**src/rtl/sbuf_pkg.sv**
```systemverilog
package sbuf_pkg;

  typedef enum logic [1:0] {
    OP_LOAD  = 2'd0,
    OP_STORE = 2'd1,
    OP_IORD  = 2'd2,
    OP_IOWR  = 2'd3
  } op_kind_e;

  typedef enum logic [2:0] {
    BS_IDLE,
    BS_ST,
    BS_LD,
    BS_IO,
    BS_RSP
  } bus_st_e;

  // ring position of the entry 'step' places after 'base'
  function automatic int ring_idx(input int base, input int step, input int depth);
    return (base + step) % depth;
  endfunction

  // every byte wanted by 'need' is present in 'have'
  function automatic logic bytes_cover(input logic [15:0] need, input logic [15:0] have);
    return (need & ~have) == 16'd0;
  endfunction

endpackage

```
**src/rtl/sbuf_fifo.sv**
```systemverilog
module sbuf_fifo #(
  parameter int DEPTH = 4,
  parameter int AW    = 16,
  parameter int DW    = 32,
  localparam int BEW  = DW / 8,
  localparam int PW   = $clog2(DEPTH),
  localparam int CW   = $clog2(DEPTH + 1)
) (
  input  logic           clk,
  input  logic           rst_n,
  input  logic           push,
  input  logic [AW-1:0]  push_addr,
  input  logic [DW-1:0]  push_data,
  input  logic [BEW-1:0] push_be,
  input  logic           pop,
  output logic [AW-1:0]  e_addr [DEPTH],
  output logic [DW-1:0]  e_data [DEPTH],
  output logic [BEW-1:0] e_be   [DEPTH],
  output logic [PW-1:0]  head_idx,
  output logic [CW-1:0]  count,
  output logic           full,
  output logic           empty
);
  import sbuf_pkg::*;

  logic [PW-1:0] head_q;
  logic [CW-1:0] count_q;
  logic [PW-1:0] tail_idx;

  assign tail_idx = PW'(ring_idx(int'(head_q), int'(count_q), DEPTH));
  assign full     = (count_q == CW'(DEPTH));
  assign empty    = (count_q == '0);
  assign head_idx = head_q;
  assign count    = count_q;

  always_ff @(posedge clk) begin
    if (push) begin
      e_addr[tail_idx] <= push_addr;
      e_data[tail_idx] <= push_data;
      e_be[tail_idx]   <= push_be;
    end
  end

  always_ff @(posedge clk) begin
    if (!rst_n) begin
      head_q  <= '0;
      count_q <= '0;
    end else begin
      if (pop) head_q <= PW'(ring_idx(int'(head_q), 1, DEPTH));
      case ({push, pop})
        2'b10:   count_q <= count_q + 1'b1;
        2'b01:   count_q <= count_q - 1'b1;
        default: count_q <= count_q;
      endcase
    end
  end

  p_no_overflow_r8: assert property (@(posedge clk) disable iff (!rst_n)
    push && !pop |-> count_q < CW'(DEPTH));
  p_pop_nonempty_r1: assert property (@(posedge clk) disable iff (!rst_n)
    pop |-> count_q != '0);
  p_empty_tracks_r11: assert property (@(posedge clk) disable iff (!rst_n)
    push && !pop |=> !empty);

endmodule

```
**src/rtl/sbuf_match.sv**
```systemverilog
module sbuf_match #(
  parameter int DEPTH = 4,
  parameter int AW    = 16,
  parameter int DW    = 32,
  localparam int BEW  = DW / 8,
  localparam int PW   = $clog2(DEPTH),
  localparam int CW   = $clog2(DEPTH + 1)
) (
  input  logic [AW-1:0]  e_addr [DEPTH],
  input  logic [DW-1:0]  e_data [DEPTH],
  input  logic [BEW-1:0] e_be   [DEPTH],
  input  logic [PW-1:0]  head_idx,
  input  logic [CW-1:0]  count,
  input  logic [AW-1:0]  ld_addr,
  input  logic [BEW-1:0] ld_be,
  output logic           hit,
  output logic           covers,
  output logic [DW-1:0]  fwd_data
);
  import sbuf_pkg::*;

  logic [BEW-1:0] sel_be;

  // walk oldest to youngest; the last match left standing is the youngest
  always_comb begin
    hit      = 1'b0;
    fwd_data = '0;
    sel_be   = '0;
    for (int k = 0; k < DEPTH; k++) begin
      if (k < int'(count) &&
          e_addr[PW'(ring_idx(int'(head_idx), k, DEPTH))] == ld_addr) begin
        hit      = 1'b1;
        fwd_data = e_data[PW'(ring_idx(int'(head_idx), k, DEPTH))];
        sel_be   = e_be[PW'(ring_idx(int'(head_idx), k, DEPTH))];
      end
    end
    covers = hit && bytes_cover(16'(ld_be), 16'(sel_be));
  end

endmodule

```
**src/rtl/sbuf_bus.sv**
```systemverilog
module sbuf_bus #(
  parameter int AW   = 16,
  parameter int DW   = 32,
  localparam int BEW = DW / 8
) (
  input  logic                clk,
  input  logic                rst_n,
  input  logic                req_valid,
  input  sbuf_pkg::op_kind_e  req_kind,
  input  logic [AW-1:0]       req_addr,
  input  logic [DW-1:0]       req_wdata,
  input  logic [BEW-1:0]      req_be,
  input  logic                hold,
  input  logic                fwd_hit,
  input  logic                sb_empty,
  input  logic [AW-1:0]       head_addr,
  input  logic [DW-1:0]       head_data,
  input  logic [BEW-1:0]      head_be,
  input  logic                mem_ack,
  input  logic [DW-1:0]       mem_rdata,
  output logic                mem_req,
  output logic                mem_we,
  output logic                mem_io,
  output logic [AW-1:0]       mem_addr,
  output logic [DW-1:0]       mem_wdata,
  output logic [BEW-1:0]      mem_be,
  output logic                pop,
  output logic                done,
  output logic [DW-1:0]       rsp_data
);
  import sbuf_pkg::*;

  bus_st_e state_q;
  logic    start_ld, start_io, start_st, is_io_kind;

  assign is_io_kind = (req_kind == OP_IORD) || (req_kind == OP_IOWR);
  assign start_ld = (state_q == BS_IDLE) && req_valid && !hold &&
                    (req_kind == OP_LOAD) && !fwd_hit;
  assign start_io = (state_q == BS_IDLE) && req_valid && !hold &&
                    is_io_kind && sb_empty;
  assign start_st = (state_q == BS_IDLE) && !start_ld && !start_io && !sb_empty;
  assign pop      = (state_q == BS_ST) && mem_ack;
  assign done     = (state_q == BS_RSP);

  always_ff @(posedge clk) begin
    if (!rst_n) begin
      state_q   <= BS_IDLE;
      mem_req   <= 1'b0;
      mem_we    <= 1'b0;
      mem_io    <= 1'b0;
      mem_addr  <= '0;
      mem_wdata <= '0;
      mem_be    <= '0;
      rsp_data  <= '0;
    end else begin
      case (state_q)
        BS_IDLE: begin
          if (start_ld || start_io) begin
            mem_req   <= 1'b1;
            mem_we    <= (req_kind == OP_IOWR);
            mem_io    <= start_io;
            mem_addr  <= req_addr;
            mem_wdata <= req_wdata;
            mem_be    <= req_be;
            state_q   <= start_ld ? BS_LD : BS_IO;
          end else if (start_st) begin
            mem_req   <= 1'b1;
            mem_we    <= 1'b1;
            mem_io    <= 1'b0;
            mem_addr  <= head_addr;
            mem_wdata <= head_data;
            mem_be    <= head_be;
            state_q   <= BS_ST;
          end
        end
        BS_ST: if (mem_ack) begin
          mem_req <= 1'b0;
          state_q <= BS_IDLE;
        end
        BS_LD, BS_IO: if (mem_ack) begin
          mem_req  <= 1'b0;
          rsp_data <= mem_rdata;
          state_q  <= BS_RSP;
        end
        default: state_q <= BS_IDLE;
      endcase
    end
  end

  p_req_steady_r9: assert property (@(posedge clk) disable iff (!rst_n)
    mem_req && !mem_ack |=> mem_req && $stable(mem_addr) && $stable(mem_we) && $stable(mem_wdata));
  p_io_after_drain_r6: assert property (@(posedge clk) disable iff (!rst_n)
    mem_req && mem_io |-> sb_empty);
  p_one_outstanding_r9: assert property (@(posedge clk) disable iff (!rst_n)
    mem_req && mem_ack |=> !mem_req);

endmodule

```
**src/rtl/sbuf_top.sv**
```systemverilog
module sbuf_top #(
  parameter int DEPTH = 4,
  parameter int AW    = 16,
  parameter int DW    = 32,
  localparam int BEW  = DW / 8,
  localparam int PW   = $clog2(DEPTH),
  localparam int CW   = $clog2(DEPTH + 1)
) (
  input  logic           clk,
  input  logic           rst_n,
  input  logic           core_valid,
  input  logic [1:0]     core_kind,
  input  logic [AW-1:0]  core_addr,
  input  logic [DW-1:0]  core_wdata,
  input  logic [BEW-1:0] core_be,
  output logic           core_ready,
  output logic [DW-1:0]  core_rdata,
  input  logic           ev_locked,
  input  logic           ev_store_fence,
  input  logic           ev_full_fence,
  input  logic           ev_interrupt,
  input  logic           ev_serialize,
  output logic           core_hold,
  output logic           sb_empty,
  output logic           mem_req,
  output logic           mem_we,
  output logic           mem_io,
  output logic [AW-1:0]  mem_addr,
  output logic [DW-1:0]  mem_wdata,
  output logic [BEW-1:0] mem_be,
  input  logic           mem_ack,
  input  logic [DW-1:0]  mem_rdata
);
  import sbuf_pkg::*;

  op_kind_e       kind;
  logic           ev_any, drain_pend_q;
  logic           st_go, fwd_go, push, pop, bus_done;
  logic           fifo_full, fifo_empty, hit, covers;
  logic [AW-1:0]  e_addr [DEPTH];
  logic [DW-1:0]  e_data [DEPTH];
  logic [BEW-1:0] e_be   [DEPTH];
  logic [PW-1:0]  head_idx;
  logic [CW-1:0]  count;
  logic [DW-1:0]  fwd_data, rsp_data;

  assign kind   = op_kind_e'(core_kind);
  assign ev_any = ev_locked | ev_store_fence | ev_full_fence | ev_interrupt | ev_serialize;

  // a drain stays requested until the last buffered store has retired
  assign core_hold = (ev_any | drain_pend_q) & !fifo_empty;

  always_ff @(posedge clk) begin
    if (!rst_n) drain_pend_q <= 1'b0;
    else        drain_pend_q <= core_hold;
  end

  assign st_go      = core_valid && (kind == OP_STORE) && !core_hold && !fifo_full;
  assign fwd_go     = core_valid && (kind == OP_LOAD) && !core_hold && covers;
  assign push       = st_go;
  assign core_ready = st_go | fwd_go | bus_done;
  assign core_rdata = bus_done ? rsp_data : fwd_data;
  assign sb_empty   = fifo_empty;

  sbuf_fifo #(.DEPTH(DEPTH), .AW(AW), .DW(DW)) u_fifo (
    .clk, .rst_n, .push,
    .push_addr(core_addr), .push_data(core_wdata), .push_be(core_be),
    .pop, .e_addr, .e_data, .e_be, .head_idx, .count,
    .full(fifo_full), .empty(fifo_empty)
  );

  sbuf_match #(.DEPTH(DEPTH), .AW(AW), .DW(DW)) u_match (
    .e_addr, .e_data, .e_be, .head_idx, .count,
    .ld_addr(core_addr), .ld_be(core_be),
    .hit, .covers, .fwd_data
  );

  sbuf_bus #(.AW(AW), .DW(DW)) u_bus (
    .clk, .rst_n,
    .req_valid(core_valid), .req_kind(kind), .req_addr(core_addr),
    .req_wdata(core_wdata), .req_be(core_be),
    .hold(core_hold), .fwd_hit(hit), .sb_empty(fifo_empty),
    .head_addr(e_addr[head_idx]), .head_data(e_data[head_idx]), .head_be(e_be[head_idx]),
    .mem_ack, .mem_rdata,
    .mem_req, .mem_we, .mem_io, .mem_addr, .mem_wdata, .mem_be,
    .pop, .done(bus_done), .rsp_data
  );

  p_hold_blocks_r5: assert property (@(posedge clk) disable iff (!rst_n)
    core_hold && !bus_done |-> !core_ready);
  p_fwd_no_bus_r3: assert property (@(posedge clk) disable iff (!rst_n)
    fwd_go |-> !(mem_req && !mem_we && !mem_io && mem_addr == core_addr));
  p_hold_until_empty_r5: assert property (@(posedge clk) disable iff (!rst_n)
    core_hold && !pop |=> core_hold);
  p_full_refuses_r8: assert property (@(posedge clk) disable iff (!rst_n)
    fifo_full && !pop |=> fifo_full);

endmodule

```
**config.mk**
```make
export PLATFORM = sky130hd
export DESIGN_NAME = sbuf_top
export DESIGN_NICKNAME = d
export VERILOG_FILES = /design/src/rtl/sbuf_pkg.sv /design/src/rtl/sbuf_fifo.sv /design/src/rtl/sbuf_match.sv /design/src/rtl/sbuf_bus.sv /design/src/rtl/sbuf_top.sv
export SDC_FILE = /design/constraint.sdc
export NUM_CORES = 1
export LEC_CHECK = 0
export ABC_AREA = 1
export BUFFER_PORTS_ARGS = -buffer_cell sky130_fd_sc_hd__buf_2
export CAP_MARGIN = 10
export CELL_PAD_IN_SITES_DETAIL_PLACEMENT = 1
export CELL_PAD_IN_SITES_GLOBAL_PLACEMENT = 1
export CORE_AREA = 5 5 216 218
export DETAILED_ROUTE_END_ITERATION = 6
export DIE_AREA = 0 0 221 223
export PLACE_DENSITY = 0.79
export SETUP_SLACK_MARGIN = 0.1
export SYNTH_ARGS = -nofsm -noshare
export SYNTH_HDL_FRONTEND = slang
export SYNTH_SLANG_ARGS = --single-unit
```
**constraint.sdc**
```tcl
create_clock -name clk -period 8.83 [get_ports clk]
set_clock_uncertainty 0.2 [all_clocks]
set_input_delay 1.766 -clock clk [delete_from_list [all_inputs] [get_ports clk]]
set_output_delay 1.766 -clock clk [all_outputs]
set_load 0.01 [all_outputs]
```
======== Word-level counts from Yosys, hierarchy flattened ========
Cells that the tools add are included.
storage, ports and cells
  memories kept ........................... 0
  input port bits ......................... 95
  logic and storage cells ................. 204
  flip-flop bits (word level) ............. 304
  bits in writable memories ............... 0
  output and inout bits ................... 90
  memory bits (read-only) ................. 0
  bits in latches ......................... 0
cells by class
  muxes and demuxes ....................... 87
  bitwise logic cells ..................... 16
  order comparisons ....................... 11
  eq/ne operators ......................... 18
  divide/modulo/power cells ............... 0
  reduce and logical (&&, ||, !) cells .... 43
  $add $sub $neg .......................... 6
  shift-type cells ........................ 0
  $mul .................................... 0
operators by type and width
  kind                                                                number
  2-to-1 mux 32 bit                                                   18
  binary-select mux 32 bit (select 2 bit)                             5
  2-to-1 mux 16 bit                                                   13
  binary-select mux 16 bit (select 2 bit)                             5
  bitwise mux 128 bit                                                 1
  2-to-1 mux 4 bit                                                    17
  bitwise mux 64 bit                                                  1
  demux 32 bit (select 2 bit)                                         1
  == test 16 bit                                                      4
  binary-select mux 4 bit (select 2 bit)                              5
  demux 16 bit (select 2 bit)                                         1
  logical AND 1 bit                                                   22
  AND 4 x 16 -> 16 bit                                                1
  bitwise mux 16 bit                                                  1
  logical NOT 16 bit                                                  1
  inverter 4 -> 16 bit                                                1
  greater-or-equal comparator 2 x 3 -> 1 bit (second input constant)  4
  2-to-1 mux 3 bit                                                    4
  2-to-1 mux 1 bit                                                    11
  one-hot mux 3 bit (3 select lines)                                  1
  demux 4 bit (select 2 bit)                                          1
  inverter 2 bit                                                      4
  bitwise OR 1 bit                                                    7
  == test 2 bit (second input constant)                               3
  other kinds (29)                                                    49

======== Logic depth before layout (Yosys ltp) ========
Gate-level depths: netlist of the first run.
  word-level depth ........................ 19
  depth in mapped cells ................... 24
  depth with buffers taken out ............ 21

======== Cells and area by module ========
From an unflattened synthesis of the first run, not the netlist that was laid out.
unflattened totals
  cell total of the unflattened synthesis .. 2967
  area total of the unflattened synthesis .. 20802.5 um^2
by module, submodules not included
  module      sequential area each (um^2)  area an instance (um^2)  cells each  instances
  sbuf_match  0.0                          7469.7                   1605        1
  sbuf_fifo   6346.1                       6576.3                   258         1
  sbuf_bus    1801.7                       4261.6                   685         1
  sbuf_top    20.0                         2494.9                   419         1

======== Worst setup path before layout of the first run ========
Ideal clock, no wire load.
  path kind ............................... input to register
  start point ............................. in ev_full_fence
  end point ............................... reg u_fifo.e_addr[32] (netlist name) (enable)
  path slack .............................. 2011 ps
  library setup time ...................... 526 ps
  required time ........................... 8104 ps
  arrival ................................. 6093 ps
  path buffers ............................ 0
  stages .................................. 7
  cell sequence ........................... nor4_1 -> nand2_1 -> nand2_1 -> nand2_1 -> inv_1 -> nand4_1 -> nor3_1
between the ends
  cells in the longest elaborated chain, start to end .. 8
RTL lines
  what                             RTL line         RTL
  start: declaration               sbuf_top.sv:20   input logic ev_full_fence,
  bitwise OR 1 bit (3 in series)   sbuf_top.sv:48   assign ev_any = ev_locked | ev_store_fence | ev_full_fence | ev_interrupt | ev_serialize;
  bitwise OR 1 bit                 sbuf_top.sv:51   assign core_hold = (ev_any | drain_pend_q) & !fifo_empty;
  AND 1 bit                        sbuf_top.sv:51
  logical NOT 1 bit                sbuf_top.sv:58   assign st_go = core_valid && (kind == OP_STORE) && !core_hold && !fifo_full;
  logical AND 1 bit (2 in series)  sbuf_top.sv:58
  end signal: indexed assignment   sbuf_fifo.sv:38  e_addr[tail_idx] <= push_addr;
  end: declaration                 sbuf_fifo.sv:16  output logic [AW-1:0] e_addr [DEPTH],
Every way passes these cells.
A chain may end at the register's enable or synchronous reset.

======== Worst setup path in the final report of the first run ========
  start point ............................. reg u_fifo.head_q[1] (netlist: u_fifo.head_idx[1])
  end point ............................... out core_rdata[0]
between the ends
  cells in the longest elaborated chain, start to end .. 11
  elaborated cells between the ends (all ways) .. 44
  those cells by class .................... add/sub (3); eq/ne (4); mux (29); bitwise (4); reduce/logical (4)
RTL lines
  what                                                                                                    RTL line                                            RTL
  start: declaration                                                                                      sbuf_fifo.sv:26                                     logic [PW-1:0] head_q;
  start signal: assignment                                                                                sbuf_fifo.sv:49                                     if (pop) head_q <= PW'(ring_idx(int'(head_q), 1, DEPTH));
  adder 2 x 1 -> 2 bit / inverter 2 bit (equally long branches)                                           sbuf_pkg.sv:20, sbuf_match.sv:31, sbuf_match.sv:33
  inverter 2 bit (not written as such) / binary-select mux 16 bit (select 2 bit) (equally long branches)  sbuf_match.sv:31, sbuf_match.sv:33
  binary-select mux 16 bit (select 2 bit) / 2-to-1 mux 16 bit (equally long branches)                     sbuf_match.sv:31                                    e_addr[PW'(ring_idx(int'(head_idx), k, DEPTH))] == ld_addr) begin
  2-to-1 mux 16 bit (not written as such)                                                                 sbuf_match.sv:31
  2-to-1 mux 16 bit (not written as such) / == test 16 bit (equally long branches)                        sbuf_match.sv:31
  == test 16 bit / logical AND 1 bit (equally long branches)                                              sbuf_match.sv:31, sbuf_match.sv:30
  logical AND 1 bit / 2-to-1 mux 32 bit (equally long branches)                                           sbuf_match.sv:30                                    if (k < int'(count) &&
  2-to-1 mux 32 bit (2 in series)                                                                         sbuf_match.sv:30
  2-to-1 mux 32 bit *                                                                                     sbuf_match.sv:30
  2-to-1 mux 32 bit *                                                                                     sbuf_top.sv:62                                      assign core_rdata = bus_done ? rsp_data : fwd_data;
  end: declaration                                                                                        sbuf_top.sv:17                                      output logic [DW-1:0] core_rdata,
Mark *: on every way between the ends. The rest lies on a longest branch, timed or not. The select of a mux whose other input is x is not followed.

==> results.cfg, run 1 <==
[power_and_ir_drop]
clkPwrFrac = 0.274
comb_power_share = 0.418
p_leak_nw = 9.46
p_int_mw = 3.40
swShare = 0.424
p_switching_mw = 2.51
ir_worst_vdd_uv = 198
cellPowerDensity_nw_per_um2 = 275
seqPwrFrac = 0.308

[cts]
clockBufferDepth = 3
clkLatencyLatePin_ns = 0.56
htree_num_levels = 2
cts_sinks = 304
cts_hold_buf = 0
root_buffer = clkbuf_16
clkTransAtPathRegs_ns = 0.06
ctsResizeCount = 0
cts_tree = built
post_cts_buffers = 0
cts_buffers = 38

[layout]
nNetsFinal = 2929
final_util = 0.481
design_area_um2 = 21500
final_common_cell = nand2_1
drive_above_1_share = 0.116
most-common-layout-cells = nand2_1 (926), o21ai_0 (387), nor2_1 (244), inv_1 (229), edfxtp_1 (208)
fill_cells = 5878
area_growth_pct = 11.2

[run]
maxCapViolations = 0

[sta]
worst_slew_pin_slew_ns = 1.19
hold_ws_ns = 0.250
setup_viol = 0
relSlewSlack = 0.205
hold_viol = 0
slew_viol_final = 0
fmax_mhz = 137
rsz0062_at_grt = false
fin_setup_tns_ns = 0
period_needed_ns = 7.28
timing.final.crit_share = 0.824

[worst_hold_path]
holdPathStages = 2
hold_path_class = flop to flop

[logic_synthesis]
ys_types = 50
avgSynthCellArea_um2 = 7.03
synth_nets = 2851
yosysSeqAreaShare = 0.422
yosys_warnings = 0
synthFlopType = edfxtp_1
syn_area_um2 = 19300
postSynthCellCount = 2750
synth_edf_count = 208
synth-async-reset-ratio = 0
synth-seq-cells = 304

[global_route]
top_usage_layer = met2
grt_pass1_wl_mm = 107
grt_use_met1 = 0.322
overflow = 0
grt_pass1_vias = 19685
use_met3 = 0.0436
globalRouteTotalUtil = 0.268
grtUsageMet2 = 0.483
antenna_found_initial = 7
grt_max_degree = 308

[floorplan]
io_pins = 185
fp-row-count = 78
die_w_um = 221
die_h_um = 223
initial_core_util = 0.433
core_um2 = 44700
die-area_um2 = 49300

[routing]
via_count = 18953
via_per_inst = 5.47
drtPass1Iterations = 5
drtAntennaViolNets = 0
routedWlPerCell_um = 19.7
totalWireLength_mm = 68.3
first_iter_violations = 1138
drc_errors = 0

[worst_setup_path]
worstPathRequired_ns = 6.86
crit_type = flop to output port
end_kind = output port
reg2reg_depth = 20
start_kind = flop
arrival_ns = 5.31
critical_path.max_fanout = 172

[place]
place.gp.congestion = 0.935
dp_hpwl_mm = 45.7
numPortBuffers = 184
dpl-instance-area_um2 = 20200

[outcome]
status = complete, no violations
path summary, 6_finish.rpt:
check	slack, ns	start	endpoint
min reg2reg	0.25	u_bus.rsp_data[11]$_SDFFE_PN0P_	u_bus.rsp_data[11]$_SDFFE_PN0P_
min	0.25	u_bus.rsp_data[11]$_SDFFE_PN0P_	u_bus.rsp_data[11]$_SDFFE_PN0P_
max	1.55	u_fifo.head_idx[1]$_SDFFE_PN0P_	core_rdata[0]
max reg2reg	3.04	u_fifo.head_idx[1]$_SDFFE_PN0P_	u_bus.mem_wdata[31]$_SDFFE_PN0P_
cell type report:
cell class,count,area (um^2),share of cell area
Multi-Input combinational cell,2044,9310,0.432
Clock buffer,51,1050,0.0488
Sequential cell,304,8170,0.380
Timing Repair Buffer,207,1110,0.0514
Clock inverter,18,226,0.0105
Antenna cell,7,17.5,0.000814
Tap cell,600,751,0.0349
Inverter,233,887,0.0412
synthesized netlist by cell type, types with 9 or more instances:
library cell | n | area (um^2)
nand3b_1 | 48 | 360
buf_1 | 13 | 48.8
nor3_1 | 9 | 45.0
inv_1 | 229 | 860
edfxtp_1 | 208 | 6250
xor2_1 | 11 | 96.3
buf_4 | 12 | 90.1
o22ai_1 | 31 | 194
clkbuf_1 | 76 | 285
nand2_1 | 927 | 3480
buf_2 | 29 | 145
o21ai_1 | 63 | 315
nand3_1 | 135 | 676
nor2_1 | 245 | 920
o211ai_1 | 10 | 75.1
nand4_1 | 17 | 106
nand2_2 | 36 | 225
dfxtp_1 | 96 | 1920
a21oi_1 | 77 | 385
buf_6 | 21 | 236
o21ai_0 | 387 | 1940
logic make-up (layout without fill, tap and decap cells):
family                   Yosys count  after routing  share of synthesized area
adder cells (fa/ha/maj)            6              6                    0.00388
AO/OA/AOI/OAI                    574            574                      0.153
multiplexers                       4              4                    0.00207
AND/OR/NAND/NOR                 1448           1448                      0.315
other                              0              7                          0
XOR/XNOR                          12             12                    0.00543
flip-flops                       304            304                      0.422
buffers and inverters            402            509                     0.0987
power groups by stage:
stage	clock network [mW]	registers, mW	logic [mW]
3_5_place_dp	0	1.84	2.46
3_3_place_gp	0	1.84	2.38
5_1_grt	1.70	1.84	2.76
2_1_floorplan	0	1.86	1.78
6_report	1.62	1.82	2.47
4_1_cts	1.65	1.82	2.48
registers in the layout (all words and copies together), names as in the netlist, 2 cells and up:
signal	flops
u_bus.mem_be	4
u_bus.state_q	3
u_fifo.count	3
u_fifo.e_be	16
u_fifo.e_addr	64
u_fifo.e_data	128
u_bus.mem_wdata	32
u_bus.rsp_data	32
u_fifo.head_idx	2
u_bus.mem_addr	16
per-layer routing:
metal / up-vias / part of all wire
met4: 2 / 0.031
met5: - / 0.00013
met1: 9254 / 0.42
met3: 116 / 0.047
met2: 430 / 0.50
li1: 9151 / -
metrics by stage:
step	worst slack, ns	power, mW	cells
floorplan	2.01	3.64	2750
global placement	2.34	4.21	3388
detailed placement	2.21	4.31	3388
CTS	1.62	5.96	3457
global route	1.19	6.30	3461
finish	1.55	5.91	3464
critical path, cell delays in order, from the launching register on:
cell	delay, ns
dfxtp_1	0.36
inv_8	0.65
nand2_1	0.21
nand2_4	0.61
buf_4	0.59
nand3_1	0.14
nand3_1	0.10
nand2_1	0.06
nor2_1	0.09
nand2_1	0.06
nor2_2	0.21
nand3_2	0.10
buf_4	0.32
o21ai_0	0.19
o21ai_0	0.13
a21oi_1	0.17
nor2_1	0.05
o21ai_0	0.33
buf_2	0.21
No activity file was read; power rests on OpenSTA's default activity.
==> run 2: changes to the inputs <==
==> constraint.sdc (replaced) <==
create_clock -name clk -period 6.7 [get_ports clk]
set_clock_uncertainty 0.2 [all_clocks]
set_input_delay 1.34 -clock clk [delete_from_list [all_inputs] [get_ports clk]]
set_output_delay 1.34 -clock clk [all_outputs]
set_load 0.01 [all_outputs]
==> run 2 against run 1 <==
Routed wire length rose by 2.5%. Clock power rose by 39%. Final area rose by 0.67%. Sequential share of layout area fell by 0.25 points. Global-route usage increased by 0.71 points. Setup slack got worse by 0.91 ns. Critical path type unchanged. Total power grew 35%. Cell count up 0.23%. Core utilization grew 0.32 points. Count of clock-buffer cells in the layout increased by 1. Hold slack got worse by 0.00098 ns. Die area is the same. Highest routed layer unchanged.
==> results.cfg, run 2 (synthesis results as in run 1) <==
[routing]
drtPass1Iterations = 5
via_per_inst = 5.50
drc_errors = 0
via_count = 19086
drtAntennaViolNets = 0
first_iter_violations = 1114
totalWireLength_mm = 70.0
routedWlPerCell_um = 20.2

[sta]
period_needed_ns = 6.06
fmax_mhz = 165
worst_slew_pin_slew_ns = 1.07
rsz0062_at_grt = false
relSlewSlack = 0.284
slew_viol_final = 0
setup_viol = 0
fin_setup_tns_ns = 0
timing.final.crit_share = 0.905
hold_viol = 0

[place]
place.gp.congestion = 0.932
dp_hpwl_mm = 47.1
numPortBuffers = 184
dp_cells = 3396

[layout]
reg_top3 = u_fifo.e_data x128, u_fifo.e_addr x64
layout.cells.non_filler = 3472
area_growth_pct = 12.0
most-common-layout-cells = nand2_1 (926), o21ai_0 (387), nor2_1 (244), inv_1 (229), edfxtp_1 (208)
final_common_cell = nand2_1
largest_reg_flops = 128
drive_above_1_share = 0.119
largest_register = u_fifo.e_data
nNetsFinal = 2937

[global_route]
grtUsageMet2 = 0.506
globalRouteTotalUtil = 0.275
use_met3 = 0.0470
grt_pass1_vias = 19831
grt_pass1_wl_mm = 109
grt_max_degree = 148
grt_use_met1 = 0.324
overflow = 0
top_usage_layer = met2
antenna_found_initial = 7

[worst_hold_path]
hold_start = u_bus.rsp_data[19]$_SDFFE_PN0P_
holdPathStages = 2
hold_path_end = u_bus.rsp_data[19]$_SDFFE_PN0P_
hold_path_class = flop to flop

[cts]
clkLatencyLatePin_ns = 0.57
cts_hold_buf = 0
clkTransAtPathRegs_ns = 0.06
cts_sinks = 304
post_cts_buffers = 0
clockBufferDepth = 3
root_buffer = clkbuf_16
ctsResizeCount = 0
cts_tree = built
cts_buffers = 38
htree_num_levels = 2

[worst_setup_path]
r2r-end = u_bus.mem_addr[9]$_SDFFE_PN0P_
reg2reg_depth = 18
critical_path.max_fanout = 147
r2r_start = u_fifo.head_idx[1]$_SDFFE_PN0P_
worstPathRequired_ns = 5.16
end_kind = output port
r2r_slack_ns = 1.66
arrival_ns = 4.52
crit_type = flop to output port
start_kind = flop

[floorplan]
die_w_um = 221
die-area_um2 = 49300
die_h_um = 223
fp-row-count = 78
initial_core_util = 0.433
io_pins = 185
core_um2 = 44700

[power_and_ir_drop]
cellPowerDensity_nw_per_um2 = 367
p_leak_nw = 9.54
ir_worst_vdd_uv = 253

[outcome]
status = complete, no violations

[run]
maxCapViolations = 0
==> run 2: where the power goes <==
part	total [mW]	switching [mW]	internal, mW
clock	2.25	0.851	1.40
combinational	3.31	2.37	0.937
sequential	2.40	0.139	2.26
==> run 2: worst max path at each step <==
stage / from / endpoint / slack [ns] / cells past startpoint
final: u_fifo.head_idx[0]$_SDFFE_PN0P_ / core_rdata[0] / 0.64 / 16
after global routing: u_fifo.head_idx[0]$_SDFFE_PN0P_ / core_rdata[0] / 0.39 / 16
after CTS: u_fifo.head_idx[0]$_SDFFE_PN0P_ / core_rdata[26] / 0.72 / 16
after detailed placement: core_addr[1] / core_rdata[0] / 1.24 / 14
after global placement: core_addr[15] / core_rdata[0] / 1.29 / 14
after floorplan: ev_full_fence / u_fifo.e_addr[32]$_DFFE_PP_ / 0.31 / 7
==> run 2: cell type report <==
class,instances,area (um^2)
clock buffers,52,1070
repair buffers,215,1180
well taps,600,751
multi-input cells,2044,9310
flip-flops and latches,304,8170
clock inverters,18,278
fillers,5885,23000
diodes,6,15.0
inverters,233,887
==> run 2: stage by stage <==
stage / hold WS (ns) / total power, mW / worst slack [ns] / instance area (um^2) / utilization
after floorplan: 0.223 / 4.80 / 0.307 / 19300 / -
after global placement: 0.231 / 5.59 / 1.29 / 20300 / 0.454
after detailed placement: 0.237 / 5.71 / 1.24 / 20300 / 0.454
after CTS: 0.250 / 8.00 / 0.718 / 21600 / 0.484
after global routing: 0.269 / 8.49 / 0.390 / 21700 / 0.484
final: 0.249 / 7.95 / 0.639 / 21700 / 0.485
==> run 2: worst max-delay path, stage by stage (launching register included) <==
cell and delay [ns]:
dfxtp_4 0.59, buf_12 0.49, nand2_1 0.17, nand3_1 0.19, nand2_1 0.11, nand2_1 0.11, nand2_1 0.06, nor2_1 0.09
nand2_1 0.07, nor2_2 0.23, nand3_4 0.48, o21ai_0 0.31, o21ai_0 0.13, a21oi_1 0.17, nor2_1 0.05, o21ai_0 0.36
buf_2 0.21
==> run 2: routing by layer <==
layer  part of all wire  vias to the layer above
met4              0.033                        4
li1                   -                     9156
met3              0.050                      125
met2               0.51                      456
met1               0.41                     9345
met5            0.00041                        -
